--- src/rtl/irp_pkg.sv ---
package irp_pkg;

  // Direct location codes on the two address lines
  localparam logic [1:0] SEL_INDEX  = 2'd0;
  localparam logic [1:0] SEL_WINDOW = 2'd1;
  localparam logic [1:0] SEL_STATUS = 2'd2;
  localparam logic [1:0] SEL_PIO    = 2'd3;

  // True when a pointer value names an existing bank register
  function automatic logic in_bank(input int unsigned idx, input int unsigned nreg);
    return idx < nreg;
  endfunction

  // Bit offset of register p inside the flat bank vector
  function automatic int unsigned reg_lsb(input int unsigned p, input int unsigned dw);
    return p * dw;
  endfunction

endpackage

--- src/rtl/irp_decode.sv ---
module irp_decode
  import irp_pkg::*;
(
  input  logic       host_wr_i,
  input  logic       host_rd_i,
  input  logic [1:0] host_addr_i,
  output logic [3:0] wr_ev_o,
  output logic [3:0] rd_ev_o
);

  // One event line per direct location; a write outranks a read
  always_comb begin
    wr_ev_o = '0;
    rd_ev_o = '0;
    if (host_wr_i)      wr_ev_o[host_addr_i] = 1'b1;
    else if (host_rd_i) rd_ev_o[host_addr_i] = 1'b1;
  end

endmodule

--- src/rtl/irp_regbank.sv ---
module irp_regbank
  import irp_pkg::*;
#(
  parameter int NREG = 37,
  parameter int DW   = 8,
  parameter int IW   = 6
) (
  input  logic             clk,
  input  logic             rst_n,
  input  logic             wr_en_i,
  input  logic [IW-1:0]    idx_i,
  input  logic [DW-1:0]    wdata_i,
  output logic [DW-1:0]    rd_byte_o,
  output logic             hit_o,
  output logic [NREG*DW-1:0] regs_o
);

  logic [DW-1:0] bank_q [NREG];

  assign hit_o = in_bank(int'(idx_i), NREG);

  for (genvar g = 0; g < NREG; g++) begin : g_reg
    always_ff @(posedge clk) begin
      if (!rst_n)
        bank_q[g] <= '0;
      else if (wr_en_i && idx_i == IW'(g))
        bank_q[g] <= wdata_i;
    end
    assign regs_o[reg_lsb(g, DW) +: DW] = bank_q[g];
  end

  always_comb begin
    rd_byte_o = '0;
    for (int i = 0; i < NREG; i++)
      if (idx_i == IW'(i)) rd_byte_o = bank_q[i];
  end

  // a write with the pointer outside the bank changes nothing
  p_oor_write_r4: assert property (@(posedge clk) disable iff (!rst_n)
    (wr_en_i && !hit_o) |=> $stable(regs_o));

  // an in-range write lands in the addressed register
  p_write_lands_r3: assert property (@(posedge clk) disable iff (!rst_n)
    (wr_en_i && hit_o) |=> (rd_byte_o == $past(wdata_i) || $changed(idx_i)));

endmodule

--- src/rtl/irp_port.sv ---
module irp_port
  import irp_pkg::*;
#(
  parameter int NREG = 37,
  parameter int DW   = 8
) (
  input  logic               clk,
  input  logic               rst_n,
  input  logic [1:0]         host_addr_i,
  input  logic               host_wr_i,
  input  logic               host_rd_i,
  input  logic [DW-1:0]      host_wdata_i,
  output logic [DW-1:0]      host_rdata_o,
  input  logic [DW-1:0]      status_i,
  input  logic [DW-1:0]      cap_data_i,
  output logic [DW-1:0]      play_data_o,
  output logic               play_push_o,
  output logic               cap_pop_o,
  output logic               stat_wr_o,
  output logic [NREG*DW-1:0] regs_o
);

  localparam int IW = $clog2(NREG);

  // Named internal events
  logic [3:0]    wr_ev, rd_ev;
  logic          any_rd;
  logic          win_hit;
  logic [DW-1:0] win_byte;
  logic [DW-1:0] rd_mux;

  logic [IW-1:0] idx_q;
  logic [DW-1:0] rdata_q, play_q;
  logic          push_q, pop_q, stw_q;

  irp_decode u_dec (
    .host_wr_i  (host_wr_i),
    .host_rd_i  (host_rd_i),
    .host_addr_i(host_addr_i),
    .wr_ev_o    (wr_ev),
    .rd_ev_o    (rd_ev)
  );

  irp_regbank #(.NREG(NREG), .DW(DW), .IW(IW)) u_bank (
    .clk      (clk),
    .rst_n    (rst_n),
    .wr_en_i  (wr_ev[SEL_WINDOW]),
    .idx_i    (idx_q),
    .wdata_i  (host_wdata_i),
    .rd_byte_o(win_byte),
    .hit_o    (win_hit),
    .regs_o   (regs_o)
  );

  assign any_rd = |rd_ev;

  always_comb begin
    unique case (host_addr_i)
      SEL_INDEX:  rd_mux = DW'(idx_q);
      SEL_WINDOW: rd_mux = win_hit ? win_byte : '0;
      SEL_STATUS: rd_mux = status_i;
      default:    rd_mux = cap_data_i;
    endcase
  end

  always_ff @(posedge clk) begin
    if (!rst_n) begin
      idx_q   <= '0;
      rdata_q <= '0;
      play_q  <= '0;
      push_q  <= 1'b0;
      pop_q   <= 1'b0;
      stw_q   <= 1'b0;
    end else begin
      if (wr_ev[SEL_INDEX]) idx_q   <= host_wdata_i[IW-1:0];
      if (any_rd)           rdata_q <= rd_mux;
      if (wr_ev[SEL_PIO])   play_q  <= host_wdata_i;
      push_q <= wr_ev[SEL_PIO];
      pop_q  <= rd_ev[SEL_PIO];
      stw_q  <= wr_ev[SEL_STATUS];
    end
  end

  assign host_rdata_o = rdata_q;
  assign play_data_o  = play_q;
  assign play_push_o  = push_q;
  assign cap_pop_o    = pop_q;
  assign stat_wr_o    = stw_q;

  // the pointer moves only on a pointer write
  p_idx_hold_r2: assert property (@(posedge clk) disable iff (!rst_n)
    !(host_wr_i && host_addr_i == SEL_INDEX) |=> $stable(idx_q));

  // status strobe only follows a status write
  p_stat_src_r5: assert property (@(posedge clk) disable iff (!rst_n)
    stat_wr_o |-> $past(host_wr_i && host_addr_i == SEL_STATUS));

  // push follows a data-port write and carries its byte
  p_push_src_r6: assert property (@(posedge clk) disable iff (!rst_n)
    play_push_o |-> ($past(host_wr_i && host_addr_i == SEL_PIO) && play_data_o == $past(host_wdata_i)));

  // pop only follows a lone data-port read
  p_pop_src_r8: assert property (@(posedge clk) disable iff (!rst_n)
    cap_pop_o |-> $past(host_rd_i && !host_wr_i && host_addr_i == SEL_PIO));

  // a colliding read leaves the read data alone
  p_collide_r8: assert property (@(posedge clk) disable iff (!rst_n)
    (host_wr_i && host_rd_i) |=> $stable(host_rdata_o));

  // an out-of-range window read yields zero
  p_oor_read_r4: assert property (@(posedge clk) disable iff (!rst_n)
    (host_rd_i && !host_wr_i && host_addr_i == SEL_WINDOW && !win_hit) |=> host_rdata_o == '0);

  // the playback byte holds when nothing is pushed
  p_play_hold_r9: assert property (@(posedge clk) disable iff (!rst_n)
    !(host_wr_i && host_addr_i == SEL_PIO) |=> $stable(play_data_o));

endmodule

--- config.mk ---
export PLATFORM = sky130hd
export DESIGN_NAME = irp_port
export DESIGN_NICKNAME = d
export VERILOG_FILES = /design/src/rtl/irp_pkg.sv /design/src/rtl/irp_decode.sv /design/src/rtl/irp_regbank.sv /design/src/rtl/irp_port.sv
export SDC_FILE = /design/constraint.sdc
export NUM_CORES = 1
export LEC_CHECK = 0
export BUFFER_PORTS_ARGS = -buffer_cell sky130_fd_sc_hd__buf_2
export CORE_ASPECT_RATIO = 1.1
export CORE_MARGIN = 8
export CORE_UTILIZATION = 50
export DETAILED_ROUTE_END_ITERATION = 10
export GPL_TIMING_DRIVEN = 0
export PLACE_DENSITY = 0.78
export SYNTH_ARGS = -nofsm -noshare
export SYNTH_HDL_FRONTEND = slang
export SYNTH_SLANG_ARGS = --single-unit
--- constraint.sdc ---
create_clock -name clk -period 2.9 [get_ports clk]
set_input_delay 0.725 -clock clk [delete_from_list [all_inputs] [get_ports clk]]
set_output_delay 0.725 -clock clk [all_outputs]
set_load 0.01 [all_outputs]
After elaboration in Yosys (flattened, before gate mapping) --
Memory sizes are Yosys's and may differ from the RTL's. Cells that the tools add are included.
Storage, ports and cells: bits in registers 25, bits in latches 0, bits in writable memories 296, bits in read-only memories 0, input bits 30, output and inout bits 315, memories 1
Operators by class: add/subtract/negate cells 0, multipliers 0, div/mod/pow operators 0, order comparisons 3, equality and inequality tests 38, shift-type cells 0, multiplexer cells 193, bitwise logic cells 37, reduce and logical (&&, ||, !) cells 42
Memory list:
- u_bank.bank_q | words 37, bits a word 8, read ports 37, clocked after memory_dff 0, write ports 37, line irp_regbank.sv:18 | logic [DW-1:0] bank_q [NREG];
Operator list (count):
- $mux 8 | 75
- $mux 1 | 113
- $eq 6x5->1 const B | 16
- $eq 6x4->1 const B | 8
- $logic_and 1x1->1 | 38
- $or 1x1->1 | 37
- $eq 6x6->1 const B | 5
- $eq 6x3->1 const B | 4
- $pmux 8 s3 | 1
- $eq 6x2->1 const B | 2
- $mux 4 | 3
- $eq 6x1->1 const B | 1
- $logic_not 6->1 | 1
- $lt 6x6->1 const B | 1
- $reduce_or 4->1 | 1
- $lt 2x3->1 const B | 1
- $demux 1 s2 | 1
- $eq 2x1->1 const B | 1
- $eq 2x2->1 const B | 1
- $ge 2x1->1 const B | 1
- $logic_not 2->1 | 1
- $reduce_and 2->1 | 1

Longest topological paths before layout --
Gate-level depths: netlist (run 1).
depth after elaboration 40, mapped depth 11, gate-level depth less buffers 7

Cells and area by module --
From an unflattened synthesis (run 1), not the netlist that was laid out.
Unflattened totals: cell total of the unflattened synthesis 1398, area total of the unflattened synthesis 16343.2 µm²
By module, submodules not included:
- irp_regbank | instances 1, cells each 1283, area an instance 15177.1 µm²
- irp_port | instances 1, cells each 107, area an instance 1079.8 µm²
- irp_decode | instances 1, cells each 8, area an instance 86.3 µm²

Worst setup path before layout (run 1) --
OpenSTA, ideal clock, no wires.
kind input to register, start input host_addr_i[0], end memory u_bank.bank_q[13][0], in the netlist u_bank.bank_q[1][40], enable pin, library setup time 0.384 ns, data arrival time 2.300 ns, data required time 2.516 ns, setup slack 0.216 ns, cell stages on the path 6, buffers on the path 3, path through buf_2 > nor2b_1 > nand2_1 > clkbuf_1 > clkbuf_1 > o21ai_0
RTL lines:
- from (decl) | line irp_port.sv:9 | input logic [1:0] host_addr_i,
- to (decl) | line irp_regbank.sv:18

==> flow_summary.toml, run 1 <==
[sta]
post-route-period-util_pct = 105
fin_skew_ps = 18.0
period_minus_slack_ps = 3050
tns_ps = -14390
drv_slew = 0
relSlewSlack_pct = 16.5
setup_viol = 148
finalHoldViolCount = 0
fmax_ghz = 0.328
fin_ws_ps = -153
worst_slew_pin_slew_ps = 1240
rsz0062_at_grt = "true"

[hold_path]
hp-class = "reg2reg"
min_from = "play_data_o[5]"
whs_path_depth = 2

[cts]
postCtsSetupBuffers = 0
cts_sinks = 321
clk_pin_slew_worst_paths_ps = 60
cts_tree = "yes"
ctsHoldBuffers = 0
clk_latency_ps = 530
cts_root_buffer = "clkbuf_16"
cts_max_path_buffers = 3
cts_buffers = 35
htree_levels = 2

[final_layout]
seqCellArea_um2 = 9390
fillCellCount = 2607
nNetsFinal = 1803
area_growth_pct = 22.1
drive_gt1_share_pct = 28.0
finalNonFillerCells = 2218
multi_input_area_um2 = 6020
n_antenna_cell = 0

[grt]
antenna_found_initial = 2
grt_overflow = 0
grt_max_degree = 16
grtUsageTotal_pct = 37.3
grt_pass1_vias = 14511
grt_pass1_wl_mm = 102

[synthesis]
syn-cell-area_um2 = 15900
synthCells = 1403
synth_top_area_share_pct = 55.8
synthTopCellsByArea = "edfxtp_1, and3_1, and2_1"
synthFlopType = "edfxtp_1"
synth_warnings = 0
avgSynthCellArea_um2 = 11.4
async_flop_share_pct = 0
synth_cell_type_count = 89
synth_edf_count = 296
synth_seq_cells = 321
syn-num-nets = 1433
yosysSeqAreaShare_pct = 58.9
yosysTopAreaCell = "edfxtp_1"

[detailed_routing]
first_pass_iters = 9
drt_iter0_drc = 2508
wl_per_cell_um = 32.8
highest_layer = "met5"
final_antenna_net_count = 0
drc_errors = 0
wl_met3_mm = 10.4
finalWirelength_mm = 72.9
wl_met1_mm = 24.6
viasPerCell = 6.84
vias = 15163
wl_met2_mm = 32.4

[power]
p_leak_uw = 0.00834
power.density_nw_per_um2 = 558
peakVddDrop_mv = 0.567

[floorplan]
die_area_um2 = 37800
fp.dieH_um = 203
design.core.area_um2 = 31400
start_util_pct = 50.7
ios = 345
placementRows = 68
die_w_um = 186

[worst_setup_path]
timing.critical_path.mode_cell = "clkbuf_1"
worst_setup_path_end_kind = "flip-flop"
critPathArrivalTime_ps = 3200
r2r-start = "idx_q[4]"
path_cells = "buf_2 > nor2b_1 > nand2_1 > clkbuf_1 > clkbuf_1 > o21ai_1"
critPathCapture = "u_bank.bank_q[3][23]"
slowest_delay_ps = 780
cp.required_ps = 3050
criticalPathCategory = "in2reg"
setup.worst_path.start_class = "primary input"
crit_start = "host_addr_i[0]"
cp_slowest_cell = "o21ai_1"
regToRegSetupSlack_ps = -120
r2r_end = "u_bank.bank_q[3][6]"
cp_max_fo = 10
r2r_cells = 7

[flow_run]
cap_violations = 0

[place]
hpwl_mm = 54.7
io_buffers = 333
placed_cells = 2156
gp_congestion = 1.06

[outcome]
status = "complete, but fails checks"
violations = "setup timing"
## final cells by class
cell class	instances	area share (%)
flip-flops and latches	321	48.3
clock buffers	41	4.89
clock inverters	21	0.894
inverters	8	0.154
plain buffers	144	3.53
well taps	420	2.70
repair buffers	333	8.57
multi-input cells	930	31.0
## Yosys cell counts, types with 24 or more instances
cell type and instances:
edfxtp_1 296, and3_1 219, clkbuf_1 103, and2_1 98, nand2_1 87, o21ai_0 84, nor2_1 77, a21oi_1 46
mux2i_1 30, a22oi_1 27, o22ai_1 26, buf_2 25, dfxtp_1 25, nand3_1 24
## cells in the final DEF, fill, tap and decap left out, types with 6 or more instances in the layout
master and n:
o22ai_1 26, clkbuf_1 100, a22oi_1 27, a31oi_1 11, nor2_1 74, nand4_1 6, clkinv_1 8, dfxtp_1 25
a21oi_1 45, o21ai_0 47, clkbuf_16 37, nor3_1 11, nand2b_1 11, o221ai_1 8, nor2b_1 8, a211oi_1 6
mux2_2 6, a221oi_1 8, mux2i_1 30, nand3_1 24, inv_1 7, and3_1 219, nand2_1 86, o21ai_1 25
a32oi_1 8, clkbuf_4 6, buf_6 8, edfxtp_1 296, o211ai_1 7, buf_4 9, buf_2 351, o21ai_2 14
and2_1 98
## power breakdown
| group | leakage (uW) | switching (uW) | internal (uW) |
|---|---|---|---|
| Combinational | 0.00455 | 720 | 276 |
| Clock | 0.000536 | 1950 | 2540 |
| Sequential | 0.00326 | 164 | 5210 |
| Total | 0.00834 | 2830 | 8030 |
## worst max-delay path: cells and delay by family
kind | cells | cell delay (ps)
AND/OR/NAND/NOR | 2 | 660
buffers and inverters | 3 | 1010
AO/OA/AOI/OAI | 1 | 780
## stage by stage
step | utilization, % | setup WS (ps) | cell area (um^2) | power, uW | hold WS (ps)
floorplan | - | 216 | 15900 | 5850 | 481
global placement | 57.7 | -851 | 18100 | 6380 | 445
detailed placement | 57.7 | -860 | 18100 | 6390 | 447
CTS | 61.5 | -42.5 | 19300 | 10800 | 455
global route | 61.9 | -218 | 19400 | 11000 | 471
finish | 61.9 | -153 | 19400 | 10900 | 459
## timing repair
action / 4_1_cts / 5_1_grt
endpoints found under the setup margin: 310 / 301
pin swaps: 0 / 1
resized for setup: 54 / 46
## cell families (layout without fill, tap and decap cells)
logic type      Yosys count  after routing  share of synthesized area (%)
compound gates          304            304                           13.0
buf+inv                 152            547                           4.30
flops                   321            321                           58.9
mux                      37             37                           2.45
simple gates            589            589                           21.4
## how the worst min path moves through the flow
stage                endpoint  slack (ps)
6_report       play_data_o[5]         460
3_5_place_dp   play_data_o[5]         450
2_1_floorplan  play_data_o[0]         480
3_3_place_gp   play_data_o[5]         450
4_1_cts        play_data_o[5]         450
5_1_grt        play_data_o[7]         470
## registers in the layout, summed over array words and instances (netlist names)
signal and cells:
play_data_o 8, cap_pop_o 1, u_bank.bank_q 296, idx_q 6, stat_wr_o 1, play_push_o 1
host_rdata_o 8
## metal layers
layer,track usage (%),vias up
li1,-,6083
met1,46.9,7200
met2,56.9,1546
met3,9.79,330
met4,22.6,4
met5,0,-
(Power assumes the default switching activity.)
==> run 2: changes to the inputs <==
--- a/config.mk
+++ b/config.mk
@@ -6,12 +6,14 @@
 export NUM_CORES = 1
 export LEC_CHECK = 0
 export BUFFER_PORTS_ARGS = -buffer_cell sky130_fd_sc_hd__buf_2
+export CELL_PAD_IN_SITES_DETAIL_PLACEMENT = 1
+export CELL_PAD_IN_SITES_GLOBAL_PLACEMENT = 2
 export CORE_ASPECT_RATIO = 1.1
 export CORE_MARGIN = 8
-export CORE_UTILIZATION = 50
+export CORE_UTILIZATION = 35
 export DETAILED_ROUTE_END_ITERATION = 10
 export GPL_TIMING_DRIVEN = 0
-export PLACE_DENSITY = 0.78
+export PLACE_DENSITY = 0.84
 export SYNTH_ARGS = -nofsm -noshare
 export SYNTH_HDL_FRONTEND = slang
 export SYNTH_SLANG_ARGS = --single-unit
==> run 2 against run 1 <==
The flow still finishes with violations (setup timing). Final area increased by 2.2%. Critical path type is now reg2reg. Utilization is 18 points lower. Via count is 1.3% lower. Clock skew rose by 2.8 ps. Power increased by 1.1%. Maximum frequency increased by 4.6%. Highest routed layer is now met4. Global-route usage down 7.5 points. Cell count rose by 7.8%. Hold slack got worse by 0.60 ps. Die area is 39% higher. Routed wire length rose by 12%.
==> flow_summary.toml, run 2 (synthesis results as in run 1) <==
[cts]
cts_max_path_buffers = 3
clk_latency_ps = 550
cts_buffers = 36
cts_root_buffer = "clkbuf_16"
cts_tree = "yes"
cts_sinks = 321
clk_pin_slew_worst_paths_ps = 60
htree_levels = 2
ctsHoldBuffers = 0

[grt]
antenna_found_initial = 1
grt_pass1_wl_mm = 113
grtUsageTotal_pct = 29.8
grt_pass1_vias = 15320
grt_max_degree = 14
grt_overflow = 0

[floorplan]
placementRows = 82
die_area_um2 = 52600
die_w_um = 219
design.core.area_um2 = 45200
start_util_pct = 35.2
fp.dieH_um = 240
ios = 345

[hold_path]
hp-class = "reg2reg"

[power]
power_uw = 11000
p_leak_uw = 0.00840
power_frac_comb_pct = 9.5
power.share.clock_pct = 41.5
pwr-share-seq_pct = 49.0
p_sw_share_pct = 26.3
switchingPower_uw = 2890
intPower_uw = 8090
power.density_nw_per_um2 = 553
peakVddDrop_mv = 0.327

[detailed_routing]
first_pass_iters = 5
viasPerCell = 6.26
finalWirelength_mm = 81.5
drc_errors = 0
vias = 14966
wl_per_cell_um = 34.1
final_antenna_net_count = 0
drt_iter0_drc = 1814

[sta]
fmax_ghz = 0.343
fin_ws_ps = -18.1
fin_skew_ps = 20.8
period_minus_slack_ps = 2920
drv_slew = 0
setup_viol = 3
post-route-period-util_pct = 101
rsz0062_at_grt = "true"
finalHoldViolCount = 0
relSlewSlack_pct = 1.87
worst_slew_pin_slew_ps = 1470
hold-worst-slack_ps = 459

[final_layout]
fillCellCount = 5016
largest_reg_flops = 296
finalNonFillerCells = 2391
area_growth_pct = 24.7
mostFrequentLayoutCell = "buf_2"
top_register = "u_bank.bank_q"
drive_gt1_share_pct = 29.5
nNetsFinal = 1806
mostFrequentLayoutCells = "buf_2, edfxtp_1, and3_1"

[place]
io_buffers = 333
placed_cells = 2324
hpwl_mm = 61.5
gp_congestion = 0.981

[flow_run]
cap_violations = 0

[outcome]
status = "complete, but fails checks"
violations = "setup timing"

[worst_setup_path]
worst_setup_path_end_kind = "flip-flop"
cp_max_fo = 10
setup.worst_path.start_class = "flip-flop"
cp.required_ps = 3320
critPathArrivalTime_ps = 3330
regToRegSetupSlack_ps = -20
criticalPathCategory = "reg2reg"
==> run 2: final timing paths <==
check,to,startpoint,cells after the start
worst max-delay path,host_rdata_o[4],idx_q[2],10
worst max register to register,host_rdata_o[4],idx_q[2],10
worst min register to register,play_data_o[1],play_data_o[1],2
worst min-delay path,play_data_o[1],play_data_o[1],2
==> run 2: worst max-delay path, stage by stage, from the launching register on <==
cell and delay (ps):
dfxtp_1 480, buf_4 260, buf_4 250, buf_6 190
nand3b_1 140, o22ai_1 100, a2111oi_0 560, a21o_1 250
a31oi_1 140, nor2_1 300, o21ai_1 120
==> run 2: cell type report <==
class,count,area (um^2),area share (%)
clock buffer,52,1000,5.04
buffer,144,688,3.46
sequential,321,9390,47.3
antenna,1,2.50,0.0126
timing repair buffer,335,1680,8.46
clock inverter,12,123,0.617
multi-input combinational,930,6220,31.3
tap,588,736,3.70
inverter,8,30.0,0.151
==> run 2: power groups by stage <==
stage / Sequential (uW) / Clock [uW] / Combinational [uW]
after global routing: 5390 / 4730 / 1070
final: 5380 / 4560 / 1040
after CTS: 5380 / 4550 / 999
after detailed placement: 5480 / 0 / 971
after floorplan: 5470 / 0 / 376
after global placement: 5470 / 0 / 957
==> run 2: routing by layer <==
layer / vias up / global-route usage (%) / part of all wire [%]
met1: 7513 / 37.2 / 37
met5: - / 0 / 0
met4: 0 / 13.8 / 5.2
li1: 6102 / - / -
met2: 1132 / 48.2 / 46
met3: 219 / 7.24 / 11
==> run 2: timing repair <==
| item | in CTS | in global routing |
|---|---|---|
| buffers inserted | 0 | 2 |
| endpoints found under the hold margin | 0 | 0 |
| resized for setup | 91 | 50 |
| endpoints found under the setup margin | 410 | 278 |
| pin swaps | 1 | 3 |
==> run 2: stage by stage <==
stage	setup slack [ps]	instance area (um^2)	utilization, %	setup TNS [ps]
after global routing	-22.2	19900	43.9	-22.2
after detailed placement	-1120	18300	40.5	-352250
after global placement	-1030	18300	40.5	-326080
final	-18.1	19900	43.9	-40.1
after floorplan	216	15900	-	0
after CTS	-174	19700	43.5	-9300
